[src/rtl/ldpc_seq_pkg.sv]
package ldpc_seq_pkg;

  typedef enum logic [1:0] {
    ST_IDLE,
    ST_INIT,
    ST_RUN
  } seq_state_e;

  typedef enum logic [2:0] {
    PH_IDLE,
    PH_INIT,
    PH_CNU_ONLY,
    PH_OVERLAP,
    PH_VNU_ONLY,
    PH_HOLD
  } seq_phase_e;

  // Physical block column for the ord-th variable group of an iteration:
  // parity part (upper dual-diagonal) first, then the information part.
  function automatic int unsigned vnu_block_col(int unsigned ord,
                                                int unsigned m,
                                                int unsigned n);
    if (ord < m) return (n - m) + ord;
    return ord - m;
  endfunction

  // Number of block rows that must be complete before the ord-th variable
  // group may start: parity column k touches rows k-1 and k only.
  function automatic int unsigned rows_before_vnu(int unsigned ord,
                                                  int unsigned m);
    if (ord < m) return ord + 1;
    return m;
  endfunction

endpackage

[src/rtl/ldpc_seq_row_issuer.sv]
module ldpc_seq_row_issuer #(
  parameter  int unsigned ROWS = 12,
  localparam int unsigned RW   = $clog2(ROWS),
  localparam int unsigned RCW  = $clog2(ROWS + 1)
) (
  input  logic           clk,
  input  logic           rst_n,
  input  logic           run,
  input  logic           clr,
  input  logic           eng_ack,
  output logic           trig,
  output logic [RW-1:0]  row,
  output logic [RCW-1:0] rows_done
);

  localparam logic [RCW-1:0] ROWS_V = RCW'(ROWS);

  logic [RCW-1:0] cnt_q;
  logic           fire;

  assign trig      = run && (cnt_q < ROWS_V);
  assign fire      = trig && eng_ack;
  assign row       = cnt_q[RW-1:0];
  assign rows_done = cnt_q;

  always_ff @(posedge clk or negedge rst_n) begin
    if (!rst_n)      cnt_q <= '0;
    else if (clr)    cnt_q <= '0;
    else if (fire)   cnt_q <= cnt_q + 1'b1;
  end

endmodule

[src/rtl/ldpc_seq_col_issuer.sv]
module ldpc_seq_col_issuer #(
  parameter  int unsigned ROWS = 12,
  parameter  int unsigned COLS = 24,
  localparam int unsigned CW   = $clog2(COLS),
  localparam int unsigned RCW  = $clog2(ROWS + 1),
  localparam int unsigned CCW  = $clog2(COLS + 1)
) (
  input  logic           clk,
  input  logic           rst_n,
  input  logic           run,
  input  logic           clr,
  input  logic [RCW-1:0] rows_done,
  input  logic           eng_ack,
  output logic           trig,
  output logic [CW-1:0]  col,
  output logic [CCW-1:0] cols_done,
  output logic           last_fire,
  output logic           fire
);

  localparam logic [CCW-1:0] COLS_V = CCW'(COLS);

  logic [CCW-1:0] cnt_q;
  logic [RCW-1:0] need;

  assign need      = RCW'(ldpc_seq_pkg::rows_before_vnu(32'(cnt_q), ROWS));
  assign trig      = run && (cnt_q < COLS_V) && (rows_done >= need);
  assign col       = CW'(ldpc_seq_pkg::vnu_block_col(32'(cnt_q), ROWS, COLS));
  assign fire      = trig && eng_ack;
  assign last_fire = fire && (cnt_q == COLS_V - 1'b1);
  assign cols_done = cnt_q;

  always_ff @(posedge clk or negedge rst_n) begin
    if (!rst_n)      cnt_q <= '0;
    else if (clr)    cnt_q <= '0;
    else if (fire)   cnt_q <= cnt_q + 1'b1;
  end

endmodule

[src/rtl/ldpc_seq_iter_ctrl.sv]
module ldpc_seq_iter_ctrl #(
  parameter  int unsigned ITER_MAX = 12,
  localparam int unsigned IW       = $clog2(ITER_MAX + 1)
) (
  input  logic          clk,
  input  logic          rst_n,
  input  logic          start,
  input  logic          iter_end,
  input  logic          pass,
  output logic          run,
  output logic          init,
  output logic          clr,
  output logic          busy,
  output logic          done,
  output logic          fail,
  output logic [IW-1:0] iter_used
);

  import ldpc_seq_pkg::*;

  localparam logic [IW-1:0] ITER_MAX_V = IW'(ITER_MAX);

  seq_state_e    st_q;
  logic [IW-1:0] iter_q;
  logic          stop;

  assign run  = (st_q == ST_RUN);
  assign init = (st_q == ST_INIT);
  assign busy = (st_q != ST_IDLE);
  assign clr  = init || (run && iter_end);
  assign stop = run && iter_end && (pass || (iter_q == ITER_MAX_V));

  always_ff @(posedge clk or negedge rst_n) begin
    if (!rst_n) begin
      st_q      <= ST_IDLE;
      iter_q    <= '0;
      done      <= 1'b0;
      fail      <= 1'b0;
      iter_used <= '0;
    end else begin
      done <= 1'b0;
      unique case (st_q)
        ST_IDLE: if (start) begin
          st_q   <= ST_INIT;
          iter_q <= IW'(1);
        end
        ST_INIT: st_q <= ST_RUN;
        ST_RUN: begin
          if (stop) begin
            st_q      <= ST_IDLE;
            done      <= 1'b1;
            fail      <= !pass;
            iter_used <= iter_q;
          end else if (iter_end) begin
            iter_q <= iter_q + 1'b1;
          end
        end
        default: st_q <= ST_IDLE;
      endcase
    end
  end

endmodule

[src/rtl/ldpc_ovl_seq.sv]
module ldpc_ovl_seq #(
  parameter  int unsigned ROWS     = 12,
  parameter  int unsigned COLS     = 24,
  parameter  int unsigned ITER_MAX = 12,
  localparam int unsigned RW       = $clog2(ROWS),
  localparam int unsigned CW       = $clog2(COLS),
  localparam int unsigned IW       = $clog2(ITER_MAX + 1),
  localparam int unsigned RCW      = $clog2(ROWS + 1),
  localparam int unsigned CCW      = $clog2(COLS + 1)
) (
  input  logic          clk,
  input  logic          rst_n,
  input  logic          dec_start,
  input  logic          parity_ok,
  output logic          cn_go,
  output logic [RW-1:0] cn_row,
  input  logic          cn_ack,
  output logic          vn_go,
  output logic [CW-1:0] vn_col,
  input  logic          vn_ack,
  output logic          hd_latch,
  output logic          init_go,
  output logic          busy,
  output logic          dec_done,
  output logic          dec_fail,
  output logic [IW-1:0] iter_used
);

  import ldpc_seq_pkg::*;

  // Internal events brought out as named wires for the checker.
  logic           run;
  logic           clr;
  logic           iter_end;
  logic [RCW-1:0] rows_done;
  logic [CCW-1:0] cols_done;
  seq_phase_e     phase;

  ldpc_seq_iter_ctrl #(.ITER_MAX(ITER_MAX)) u_iter (
    .clk       (clk),
    .rst_n     (rst_n),
    .start     (dec_start),
    .iter_end  (iter_end),
    .pass      (parity_ok),
    .run       (run),
    .init      (init_go),
    .clr       (clr),
    .busy      (busy),
    .done      (dec_done),
    .fail      (dec_fail),
    .iter_used (iter_used)
  );

  ldpc_seq_row_issuer #(.ROWS(ROWS)) u_rows (
    .clk       (clk),
    .rst_n     (rst_n),
    .run       (run),
    .clr       (clr),
    .eng_ack   (cn_ack),
    .trig      (cn_go),
    .row       (cn_row),
    .rows_done (rows_done)
  );

  ldpc_seq_col_issuer #(.ROWS(ROWS), .COLS(COLS)) u_cols (
    .clk       (clk),
    .rst_n     (rst_n),
    .run       (run),
    .clr       (clr),
    .rows_done (rows_done),
    .eng_ack   (vn_ack),
    .trig      (vn_go),
    .col       (vn_col),
    .cols_done (cols_done),
    .last_fire (iter_end),
    .fire      (hd_latch)
  );

  always_comb begin
    if (!busy)        phase = PH_IDLE;
    else if (init_go) phase = PH_INIT;
    else begin
      unique case ({cn_go, vn_go})
        2'b10:   phase = PH_CNU_ONLY;
        2'b11:   phase = PH_OVERLAP;
        2'b01:   phase = PH_VNU_ONLY;
        default: phase = PH_HOLD;
      endcase
    end
  end

endmodule

[config.mk]
export PLATFORM = sky130hd
export DESIGN_NAME = ldpc_ovl_seq
export DESIGN_NICKNAME = d
export VERILOG_FILES = /design/src/rtl/ldpc_seq_pkg.sv /design/src/rtl/ldpc_seq_row_issuer.sv /design/src/rtl/ldpc_seq_col_issuer.sv /design/src/rtl/ldpc_seq_iter_ctrl.sv /design/src/rtl/ldpc_ovl_seq.sv
export SDC_FILE = /design/constraint.sdc
export NUM_CORES = 1
export LEC_CHECK = 0
export ABC_AREA = 1
export BUFFER_PORTS_ARGS = -buffer_cell sky130_fd_sc_hd__buf_2
export CELL_PAD_IN_SITES_DETAIL_PLACEMENT = 1
export CELL_PAD_IN_SITES_GLOBAL_PLACEMENT = 1
export CORE_MARGIN = 1.5
export CORE_UTILIZATION = 23
export DETAILED_ROUTE_END_ITERATION = 7
export PLACE_DENSITY = 0.62
export SLEW_MARGIN = 20
export SYNTH_ARGS = -nofsm -noshare
export SYNTH_HDL_FRONTEND = slang
export SYNTH_SLANG_ARGS = --single-unit
export TNS_END_PERCENT = 50
[constraint.sdc]
create_clock -name clk -period 2.4 [get_ports clk]
set_input_delay 0.36 -clock clk [delete_from_list [all_inputs] [get_ports clk]]
set_output_delay 0.36 -clock clk [all_outputs]
set_load 0.02 [all_outputs]
After elaboration in Yosys (flattened, before gate mapping)
Cells that the tools add are included.
Word-level totals
  memory bits (writable): 0
  memories kept: 0
  logic and storage cells: 62
  latch bits: 0
  output and inout port bits: 20
  register bits: 21
  input bits: 6
  bits in read-only memories: 0
Operators by class
  magnitude comparators: 4
  equal/unequal tests: 8
  add/sub/neg operators: 6
  mux-type cells: 18
  $mul: 0
  bitwise operators: 0
  reductions and logical operators: 19
  shift-type cells: 0
  div/mod/pow operators: 0
Operators by type and width (count)
  4-bit two-way mux: 7
  5-bit two-way mux: 4
  4-bit by 1-bit adder with 4-bit output (second input constant): 3
  1-bit logical AND: 8
  2-bit inequality test (second input constant): 4
  4-bit case mux with 2 select lines: 1
  2-bit nonzero test: 4
  2-bit case mux with 3 select lines: 1
  4-bit by 5-bit adder with 5-bit output (first input constant): 1
  5-bit by 1-bit adder with 5-bit output (second input constant): 1
  5-bit == test (second input constant): 1
  5-bit by 4-bit < comparator with 1-bit output (second input constant): 1
  5-bit < comparator (second input constant): 1
  5-bit by 4-bit subtractor with 5-bit output (second input constant): 1
  4-bit == test (second input constant): 1
  4-bit >= comparator: 1
  4-bit < comparator (second input constant): 1
  2-bit two-way mux: 2
  2-bit AND reduction: 2
  4-bit AND reduction: 1
  1-bit two-way mux: 3
  2-bit by 1-bit == test with 1-bit output (second input constant): 1
  2-bit == test (second input constant): 1
  2-bit logical NOT: 1
  2 further kinds: 3

Longest topological paths before layout
Gate-level depths: netlist (run 1).
  word-level depth: 11
  mapped depth: 16
  mapped depth without buffers: 15

By module
Synthesis (run 1) repeated with hierarchy kept, for this count alone.
Second synthesis, totals
  cell total of the unflattened synthesis: 175
  area, all modules: 1402.6 um^2
By module, submodules not included
  ldpc_seq_iter_ctrl: sequential area each 300.3 um^2, area an instance 584.3 um^2, cells each 66, instances 1
  ldpc_seq_col_issuer: sequential area each 125.1 um^2, area an instance 575.6 um^2, cells each 79, instances 1
  ldpc_seq_row_issuer: sequential area each 100.1 um^2, area an instance 242.7 um^2, cells each 30, instances 1

Worst setup path after synthesis (run 1)
No wires, ideal clock.
  path kind: reg2reg
  start: reg u_cols.cnt_q[0], in the netlist u_cols.cols_done[0]
  end: reg u_iter.iter_q[2]
  clock period less this slack: 2.160 ns
  path buffers: 1
  library setup time: 0.117 ns
  arrival: 2.043 ns
  cell stages (with the launch flop): 15
  slack: 0.240 ns
  required time: 2.283 ns
  cells stage by stage: dfrtp_1 > ha_1 > xor2_1 > nor2_1 > ha_1 > nand2_1 > inv_1 > nand2_1 > nand3_1 > nand2_4 > nor2_8 > nand3_4 > buf_6 > nand3_1 > nand2_1
Between the ends
  word-level cells in the longest chain between the ends: 11
  elaborated cells on any way between the ends: 17
  those cells by class: add/sub: 1; order compare: 3; eq/ne: 3; mux: 3; reduce/logical: 7
RTL lines
  start: declaration: line ldpc_seq_col_issuer.sv:23  | logic [CCW-1:0] cnt_q;
  start signal: assignment: line ldpc_seq_col_issuer.sv:36  | else if (fire) cnt_q <= cnt_q + 1'b1;
  4-bit by 1-bit adder with 4-bit output or 5-bit by 4-bit < comparator with 1-bit output (tied branches): line ldpc_seq_pkg.sv:31  | if (ord < m) return ord + 1;
  4-bit two-way mux or 1-bit two-way mux (tied branches): line ldpc_seq_pkg.sv:31
  4-bit two-way mux: line ldpc_seq_pkg.sv:32  | return m;
  4-bit >= comparator: line ldpc_seq_col_issuer.sv:27  | assign trig = run && (cnt_q < COLS_V) && (rows_done >= need);
  1-bit logical AND *: line ldpc_seq_col_issuer.sv:27
  1-bit logical AND *: line ldpc_seq_col_issuer.sv:29  | assign fire = trig && eng_ack;
  named net hd_latch: line ldpc_ovl_seq.sv:21  | output logic hd_latch,
  1-bit logical AND *: line ldpc_seq_col_issuer.sv:30  | assign last_fire = fire && (cnt_q == COLS_V - 1'b1);
  1-bit logical AND (2 in a row): line ldpc_seq_iter_ctrl.sv:31  | assign stop = run && iter_end && (pass || (iter_q == ITER_MAX_V));
  2-bit inequality test (no line)
  4-bit AND reduction (no line) *
  end signal: assignment: line ldpc_seq_iter_ctrl.sv:55  | iter_q <= iter_q + 1'b1;
  end: declaration: line ldpc_seq_iter_ctrl.sv:24  | logic [IW-1:0] iter_q;
The timed path passes the listed nets; every way through them passes the cells marked *.
A chain may end at the register's enable or synchronous reset.

Worst setup path in the final report (run 1)
  start: reg u_cols.cnt_q[3], in the netlist u_cols.cols_done[3]
  end: out hd_latch
Between the ends
  word-level cells in the longest chain between the ends: 6
  elaborated cells on any way between the ends: 10
  those cells by class: add/sub: 1; order compare: 3; mux: 3; reduce/logical: 3
RTL lines (line)
  4-bit by 1-bit adder with 4-bit output or 5-bit by 4-bit < comparator with 1-bit output (tied branches): ldpc_seq_pkg.sv:31
  4-bit two-way mux or 1-bit two-way mux (tied branches): ldpc_seq_pkg.sv:31
  4-bit two-way mux: ldpc_seq_pkg.sv:32
  4-bit >= comparator: ldpc_seq_col_issuer.sv:27
  1-bit logical AND *: ldpc_seq_col_issuer.sv:27
  1-bit logical AND *: ldpc_seq_col_issuer.sv:29
  end: declaration: ldpc_ovl_seq.sv:21
Mark *: on every way between the ends. The rest lies on a longest branch, timed or not.

==> results_dict.tcl, run 1 <==
set metrics [dict create \
    outcome "completed" \
    worst-path-max-fanout 4 \
    hpwl_mm 2.59 \
    finalHoldViolCount 0 \
    die_w_um 79.0 \
    cts.clk_slew.worst_paths_ps 80 \
    clk_latency_ps 260 \
    p_per_area_nw_per_um2 1350 \
    critPathSlowestCell "dfrtp_1" \
    start_util_pct 24.0 \
    rsz0062_at_grt "true" \
    grt_antenna_before_repair 0 \
    drv_cap 0 \
    reg2reg_slack_ps 160 \
    period_share_pct 97.1 \
    fin_area_um2 1790 \
    power.share.clock_pct 9.8 \
    clock-sinks 21 \
    worst_pin_slew_ps 522 \
    cts_buffer_depth 2 \
    track_usage_pct 12.3 \
    final_nets 216 \
    hold_class "in -> async" \
    slew_viol_final 0 \
    end_kind "output pin" \
    grt_pass1_wl_mm 6.03 \
    synth.distinct_cells 28 \
    ys_seq_area_share_pct 39.5 \
    path_buf_inv 2 \
    p_int_uw 1260 \
    antenna_cells 0 \
    ctsRootBufferMaster "clkbuf_8" \
    area_delta_synth_final_pct 34.6 \
    max_freq_ghz 0.429 \
    postPlaceCellArea_um2 1560 \
    slew_headroom_pct 65.0 \
    first_pass_iters 4 \
    portBuffers 25 \
    final_layout_size_suffix_gt1_share_pct 38.9 \
    grt_max_degree 22 \
    drc_errors 0 \
    grt_overflow 0 \
    num_vias 1195 \
    place_ws_ps 43.2 \
    syn_inst 155 \
    pwr-share-seq_pct 24.1 \
    power_switching_share_pct 47.6 \
    dieArea_um2 6250 \
    initialDrtViolationCount 33 \
    gp_congestion 0.812 \
    power_uw 2410 \
    ant_nets 0 \
    required_ps 2040 \
    post_drt_via_cell_ratio 4.43 \
    cts_tree "yes" \
    crit_chain "inv_1 -> xor2_2 -> nor2_2 -> ha_1 -> nand4_1 -> nand3_4 -> nand2_4 -> nor2_8 -> buf_6" \
    finish.utilization_pct 32.3 \
    syn_area_um2 1330 \
    design.core.area_um2 5540 \
    p_leak_uw 0.000928 \
    path_class "reg -> out" \
    yosysWarnings 0 \
    r2r_cells 13 \
    finalCriticalPeriod_ps 2330 \
    ir_drop_uv 484 \
    cpLargestDelayFamily "simple AND/OR/NAND/NOR gates" \
    htreeDepth 1 \
    synth_seq_cells 21 \
    wirelength_mm 3.57 \
    io_pins 26 \
    grt_pass1_vias 1232 \
    critPathArrivalTime_ps 1970 \
    finalClockSkew_ps 1.45 \
    wire_per_inst_um 13.2 \
    die_h_um 79.0 \
    finalSetupViolCount 0 \
    rr_startpoint "u_cols.cols_done[3]" \
    worst_slack_ps 69.4 \
    syn_avg_cell_area_um2 8.58 \
    start_kind "flop" \
    reg2reg_to "u_iter.iter_q[0]" \
    rows 27 \
    cts_buffers 3 \
    synth_nets 172 \
    crit_path_max_incr_delay_ps 420 \
    combinationalPowerShare_pct 66.1 \
    switchingPower_uw 1150 \
]
[power by group through the flow]
| stage | registers [uW] | logic (uW) | clock network (uW) |
|---|---|---|---|
| 6_report | 581 | 1590 | 237 |
| 5_1_grt | 599 | 1780 | 262 |
| 4_1_cts | 570 | 1400 | 248 |
| 3_5_place_dp | 574 | 1210 | 0 |
| 3_3_place_gp | 573 | 1190 | 0 |
| 2_1_floorplan | 586 | 835 | 0 |
[cells in the mapped netlist, drive strengths merged]
| cell | count | area share [%] |
|---|---|---|
| a21oi | 7 | 3.8 |
| a31oi | 1 | 0.47 |
| buf | 4 | 2.5 |
| clkinv | 1 | 0.28 |
| dfrtp | 21 | 40 |
| ha | 11 | 10 |
| inv | 25 | 7.1 |
| nand2 | 33 | 10 |
| nand3 | 13 | 5.8 |
| nand4 | 5 | 2.4 |
| nor2 | 11 | 4.3 |
| nor3b | 1 | 0.56 |
| o211ai | 3 | 1.7 |
| o21ai | 10 | 5.2 |
| o31ai | 3 | 2.1 |
| xnor2 | 1 | 0.66 |
| xor2 | 5 | 3.3 |
[registers in the layout, indices dropped and copies added, names as in the netlist]
name and cells:
u_cols.cols_done 5, u_iter.done 1, u_iter.fail 1, u_iter.iter_q 4, u_iter.iter_used 4, u_iter.st_q 2
u_rows.row 4
[stage by stage]
| stage | TNS (ps) | instances | hold WS [ps] |
|---|---|---|---|
| finish | 0 | 270 | 54.7 |
| detailed placement | 0 | 254 | 357 |
| CTS | 0 | 267 | 67.8 |
| global placement | 0 | 254 | 363 |
| floorplan | 0 | 155 | 64.4 |
| global route | -115 | 270 | 80.9 |
[placed cells by master, fill, tap and decap left out, types with 2 or more instances in the layout]
cell type	n
xor2_2	2
nand2_1	29
o21ai_2	5
buf_2	23
o21ai_1	2
xor2_1	3
dfrtp_1	18
buf_6	4
dfrtp_2	3
o21ai_0	3
nand4_1	5
inv_1	20
nand2_2	3
buf_4	15
ha_1	10
nand3_4	3
inv_2	5
a21oi_1	3
clkbuf_8	3
o211ai_1	3
nor2_1	9
a21oi_2	3
o31ai_2	2
nand3_1	10
[final cells by class]
| cell class | instances | area (um2) |
|---|---|---|
| Fill cell | 677 | 3750 |
| Multi-Input combinational cell | 105 | 756 |
| Sequential cell | 21 | 529 |
| Timing Repair Buffer | 42 | 273 |
| Inverter | 26 | 97.6 |
| Tap cell | 72 | 90.1 |
| Clock buffer | 4 | 45.0 |
[worst reg2reg max path, cell delays in order (launching register included)]
cell	delay (ps)
dfrtp_1	420
inv_1	130
xor2_2	180
nor2_2	60
ha_1	320
nand4_1	170
nand3_4	130
buf_4	110
buf_4	80
nand4_1	110
nand2_1	190
nand2_2	100
nand2_1	70
nand2_1	50
[logic make-up after synthesis]
group / synth area share, %
and+or+nand+nor: 23.1
buffers and inverters: 9.88
AOI/OAI and AO/OA: 13.2
DFF: 39.5
adders and majority gates: 10.3
xor gates and xnor gates: 3.95
[how the worst max path moves through the flow]
stage / slack [ps] / end / depth (start not counted) / start
CTS: 10 / vn_go / 11 / u_cols.cols_done[1]
global placement: 90 / u_iter.iter_q[0] / 12 / u_cols.cols_done[2]
detailed placement: 40 / u_iter.iter_q[0] / 14 / u_cols.cols_done[0]
global route: -60 / hd_latch / 9 / u_cols.cols_done[0]
floorplan: 240 / u_iter.iter_q[2] / 14 / u_cols.cols_done[0]
finish: 70 / hd_latch / 9 / u_cols.cols_done[3]
[routing by layer]
metal / up-vias / GRT usage (%) / part of all wire (%)
li1: 593 / - / -
met1: 583 / 17.3 / 48
met2: 17 / 20.0 / 49
met3: 2 / 1.26 / 2.2
met4: 0 / 3.68 / 0.84
met5: - / 0 / 0
[what timing repair did]
action | 4_1_cts | 5_1_grt
endpoints found under the hold margin | 0 | 0
gates cloned | 0 | 1
setup endpoints to repair | 2 | 17
resized for setup | 6 | 19
hold buffers | 0 | 0
setup buffers | 9 | 2
pin swaps | 7 | 11
Power figures use the tool's default switching activity.
==> run 2, diff against run 1 <==
Settings changed: BUFFER_PORTS_ARGS -buffer_cell sky130_fd_sc_hd__buf_2 to unset, DONT_BUFFER_PORTS set to 1, PLACE_DENSITY 0.62 to 0.56.
==> run 2 against run 1 <==
Against the previous run:
- register-to-register slack worse by 40 ps
- sequential power up 6.9%
- critical endpoint unchanged
- clock-buffer cell count unchanged
- non-clock buffer count down 17
- setup slack worse by 40 ps
- global-route usage about the same
- flip-flop and latch count unchanged
- largest cell class unchanged
- combinational power down 8%
- clock power down 2%
- sequential share of layout area up 1.2 points
- fmax down 1.7%
==> results_dict.tcl, run 2 (same netlist as run 1, synthesis figures left out) <==
set metrics [dict create \
    grt_antenna_before_repair 0 \
    wirelength_mm 3.62 \
    dieArea_um2 6250 \
    layout_commonest_cell "nand2_1" \
    clock-sinks 21 \
    start_util_pct 24.0 \
    fin_setup_tns_ps 0 \
    slew_viol_final 0 \
    largest_register_ffs 5 \
    slew_headroom_pct 67.9 \
    final_nets 198 \
    initialDrtViolationCount 31 \
    clk_latency_ps 260 \
    grt_pass1_vias 1212 \
    p_int_uw 1200 \
    worst-path-max-fanout 5 \
    postPlaceCellArea_um2 1450 \
    area_delta_synth_final_pct 29.5 \
    hpwl_mm 2.63 \
    finish.utilization_pct 31.1 \
    portBuffers 0 \
    finalHoldViolCount 0 \
    cp-startpoint "u_cols.cols_done[2]" \
    rr_startpoint "u_cols.cols_done[2]" \
    design.core.area_um2 5540 \
    switchingPower_uw 1130 \
    die_h_um 79.0 \
    post_drt_via_cell_ratio 4.49 \
    worst_pin_slew_ps 482 \
    cts.clk_slew.worst_paths_ps 80 \
    combinationalPowerShare_pct 63.4 \
    p_per_area_nw_per_um2 1350 \
    outcome "completed" \
    cts_buffers 3 \
    reg2reg_slack_ps 120 \
    layout_common_cells "30 x nand2_1, 22 x buf_4, 20 x inv_1, 18 x dfrtp_1, 10 x nand3_1" \
    num_vias 1132 \
    cts_tree "yes" \
    power_switching_share_pct 48.6 \
    rows 27 \
    final_layout_size_suffix_gt1_share_pct 33.3 \
    track_usage_pct 12.4 \
    period_share_pct 98.8 \
    critPathArrivalTime_ps 2010 \
    die_w_um 79.0 \
    path_class "reg -> out" \
    grt_max_degree 22 \
    fill_cells 662 \
    start_kind "flop" \
    htreeDepth 1 \
    finalSetupViolCount 0 \
    rsz0062_at_grt "true" \
    register_area_um2 529 \
    multiInputGateArea_um2 766 \
    drc_errors 0 \
    required_ps 2040 \
    antenna_cells 0 \
    power.share.clock_pct 10.0 \
    drv_cap 0 \
    first_pass_iters 4 \
    ant_nets 0 \
    io_pins 26 \
    wire_per_inst_um 14.4 \
    hold_class "in -> async" \
    max_freq_ghz 0.422 \
    gp_congestion 0.754 \
    fin_area_um2 1720 \
    end_kind "output pin" \
    ctsRootBufferMaster "clkbuf_8" \
    pwr-share-seq_pct 26.7 \
    p_leak_uw 0.000858 \
    finalClockSkew_ps 3.19 \
    cts_buffer_depth 2 \
    finalCriticalPeriod_ps 2370 \
    ir_drop_uv 382 \
    grt_overflow 0 \
    grt_pass1_wl_mm 6.07 \
]
[run 2: cell types whose count changed in the layout (fill, tap and decap cells not counted), moves of 2 or more]
cell / delta
nand2_2: -2
nand3_4: -2
ha_1: -2
buf_4: +7
ha_4: +2
buf_2: -22
buf_6: -2
[run 2: power by group through the flow]
stage	registers (uW)	logic (uW)	clock network, uW
6_report	621	1470	232
5_1_grt	637	1640	263
4_1_cts	610	1280	244
3_5_place_dp	610	1110	0
3_3_place_gp	607	1080	0
2_1_floorplan	586	835	0
[run 2: final timing paths]
| check | cells after the start | endpoint |
|---|---|---|
| max | 11 | hd_latch |
| min | 1 | u_iter.iter_used[0] |
| max reg2reg | 14 | u_iter.iter_used[0] |
| min reg2reg | 2 | u_iter.iter_q[3] |
| max in group asynchronous | 1 | u_cols.cols_done[2] |
| min in group clk | 1 | u_iter.fail |
[run 2: repair_timing]
action,CTS,global route
endpoints found under the hold margin,21,0
cloned,0,0
gates resized for setup,11,12
setup buffers,9,6
pin swaps,4,11
endpoints found under the setup margin,3,17
hold buffers,1,0
[run 2: layout make-up]
| class | count | area share [%] |
|---|---|---|
| clock buffer | 4 | 2.61 |
| inverter | 26 | 5.81 |
| multi-input combinational | 104 | 44.4 |
| sequential | 21 | 30.7 |
| tap | 72 | 5.23 |
| timing repair buffer | 25 | 11.2 |
[run 2: stage by stage]
stage / power, uW / hold WS [ps] / cells / setup WS, ps
CTS: 2130 / 164 / 246 / -8.02
global route: 2540 / 79.3 / 252 / -75.5
finish: 2330 / 52.5 / 252 / 29.4
detailed placement: 1720 / 64.9 / 232 / 8.30
floorplan: 1420 / 64.4 / 155 / 240
global placement: 1690 / 65.0 / 232 / 91.5
[run 2: layer usage]
metal  vias up  GRT usage (%)  share of wire (%)
met5         -              0                  0
met4         0           2.11               0.80
met3         2           3.33                6.2
met2        25           21.4                 50
met1       554           15.6                 43
li1        551              -                  -
[run 2: worst max-delay path, cell delays in order (launching register included)]
cell,delay [ps]
dfrtp_2,460
a21oi_4,180
buf_4,140
nand2_1,110
ha_4,290
nand2_1,50
nand2_1,60
nand2_1,60
nand3_2,90
nand2_4,100
nor2_8,100
buf_6,120
==> run 3, diff against run 2 <==
Settings changed: RECOVER_POWER set to 100.
==> run 3 against run 2 <==
Against the previous run:
- clock-buffer cell count unchanged
- sequential power about the same
- cell area fell by 0.73%
- critical endpoint unchanged
==> results_dict.tcl, run 3 (same netlist as run 1, synthesis figures left out) <==
set metrics [dict create \
    fin_area_um2 1710 \
    layout_commonest_cell "nand2_1" \
    crit_path_max_incr_delay_ps 460 \
    wirelength_mm 3.62 \
    globalRouteMet3Util_pct 3.33 \
    postPlaceCellArea_um2 1450 \
    p_per_area_nw_per_um2 1350 \
    clk_latency_ps 260 \
    path_class "reg -> out" \
    cts_tree "yes" \
    max_freq_ghz 0.422 \
    rows 27 \
    finalHoldViolCount 0 \
    largest_register_ffs 5 \
    slew_headroom_pct 23.3 \
    cts_buffers 3 \
    finalCriticalPeriod_ps 2370 \
    final_layout_size_suffix_gt1_share_pct 31.1 \
    top_usage_layer "met2" \
    grt_antenna_before_repair 0 \
    crit_chain "a21oi_4 -> buf_4 -> nand2_1 -> ha_4 -> nand2_1 -> nand2_1 -> nand2_1 -> nand3_2 -> nand2_4 -> nor2_8 -> buf_6" \
    critPathSlowestCell "dfrtp_2" \
    ant_nets 0 \
    finalSetupViolCount 0 \
    grt_pass1_wl_mm 6.07 \
    hold_class "in -> reg" \
    track_usage_pct 12.4 \
    ctsRootBufferMaster "clkbuf_8" \
    met1_usage_pct 15.6 \
    period_share_pct 98.8 \
    p_leak_uw 0.000848 \
    finalClockSkew_ps 3.37 \
    grt_max_degree 22 \
    hpwl_mm 2.63 \
    drv_cap 0 \
    cts_buffer_depth 2 \
    grt_pass1_vias 1212 \
    start_util_pct 24.0 \
    power_uw 2310 \
    antenna_cells 0 \
    htreeDepth 1 \
    io_pins 26 \
    clock-sinks 21 \
    design.core.area_um2 5540 \
    worst-path-max-fanout 5 \
    slew_viol_final 0 \
    cpLargestDelayFamily "simple AND/OR/NAND/NOR gates" \
    area_delta_synth_final_pct 28.6 \
    rsz0062_at_grt "true" \
    worst_pin_slew_ps 1150 \
    start_kind "flop" \
    crit_top_cell "nand2_1" \
    layout_common_cells "30 x nand2_1, 20 x inv_1, 20 x buf_4, 18 x dfrtp_1, 10 x nand3_1" \
    gp_congestion 0.754 \
    first_pass_iters 4 \
    die_w_um 79.0 \
    die_h_um 79.0 \
    final_nets 198 \
    dieArea_um2 6250 \
    end_kind "output pin" \
    post_drt_via_cell_ratio 4.50 \
    ir_drop_uv 383 \
    hold_ws_ps 172 \
    cts.clk_slew.worst_paths_ps 80 \
    grt_overflow 0 \
    path_buf_inv 2 \
    fin_setup_tns_ps 0 \
    required_ps 2040 \
    use_met2_pct 21.4 \
    finish.utilization_pct 30.9 \
    initialDrtViolationCount 32 \
    drc_errors 0 \
    critPathArrivalTime_ps 2010 \
    num_vias 1134 \
    portBuffers 0 \
    wire_per_inst_um 14.4 \
    outcome "completed" \
]
run 3: cell types whose count changed in the layout (fill, tap and decap cells not counted), sizes merged:
cell,before,now
buf,25,22
clkbuf,4,7
run 3: routing by layer:
layer  vias up  part of all wire (%)
met1       556                    43
li1        551                     -
met3         2                   6.4
met5         -                     0
met4         0                  0.80
met2        25                    50
run 3: timing repair:
item | CTS | global route
resized for setup | 11 | 12
hold endpoints to repair | 21 | 0
hold buffers | 1 | 0
buffers inserted | 9 | 6
endpoints found under the setup margin | 3 | 17
pin swaps | 4 | 11
run 3: worst reg2reg max path: stages, from the launching register on:
cell and delay [ps]:
dfrtp_2 460, a21oi_4 180, buf_4 140, nand2_1 110
ha_4 290, nand2_1 50, nand2_1 60, nand2_1 60
nand3_2 100, nand2_4 100, nor2_8 100, buf_4 130
nand3_4 190, nand2_1 150, o21ai_2 60
run 3: metrics by stage:
step	worst slack, ps	std cells
after detailed placement	8.30	232
after global routing	-75.5	252
after floorplan	240	155
final	29.8	252
after global placement	91.5	232
after CTS	-8.02	246
run 3: area by class of cell:
cell class / count / area [um2]
fillers: 666 / 3830
repair buffers: 25 / 184
well taps: 72 / 90.1
multi-input cells: 104 / 762
flip-flops and latches: 21 / 529
clock buffers: 4 / 45.0
inverters: 26 / 100
run 3: where the power goes:
group | total, uW | internal (uW) | leakage, uW | switching [uW]
Sequential | 618 | 454 | 0.000276 | 164
Combinational | 1460 | 614 | 0.000549 | 848
Clock | 231 | 118 | 0.0000228 | 113
run 3: path summary, 6_finish.rpt:
| kind | from | to | slack, ps | depth (start not counted) |
|---|---|---|---|---|
| hold reg to reg | u_iter.iter_q[3] | u_iter.iter_q[3] | 490 | 2 |
| min in group asynchronous | rst_n | u_iter.iter_used[0] | 310 | 1 |
| max in group asynchronous | rst_n | u_cols.cols_done[2] | 1330 | 1 |
| setup / recovery | u_cols.cols_done[2] | hd_latch | 30 | 11 |
| hold / removal | parity_ok | u_iter.fail | 170 | 1 |
| setup reg to reg | u_cols.cols_done[2] | u_iter.iter_used[0] | 120 | 14 |
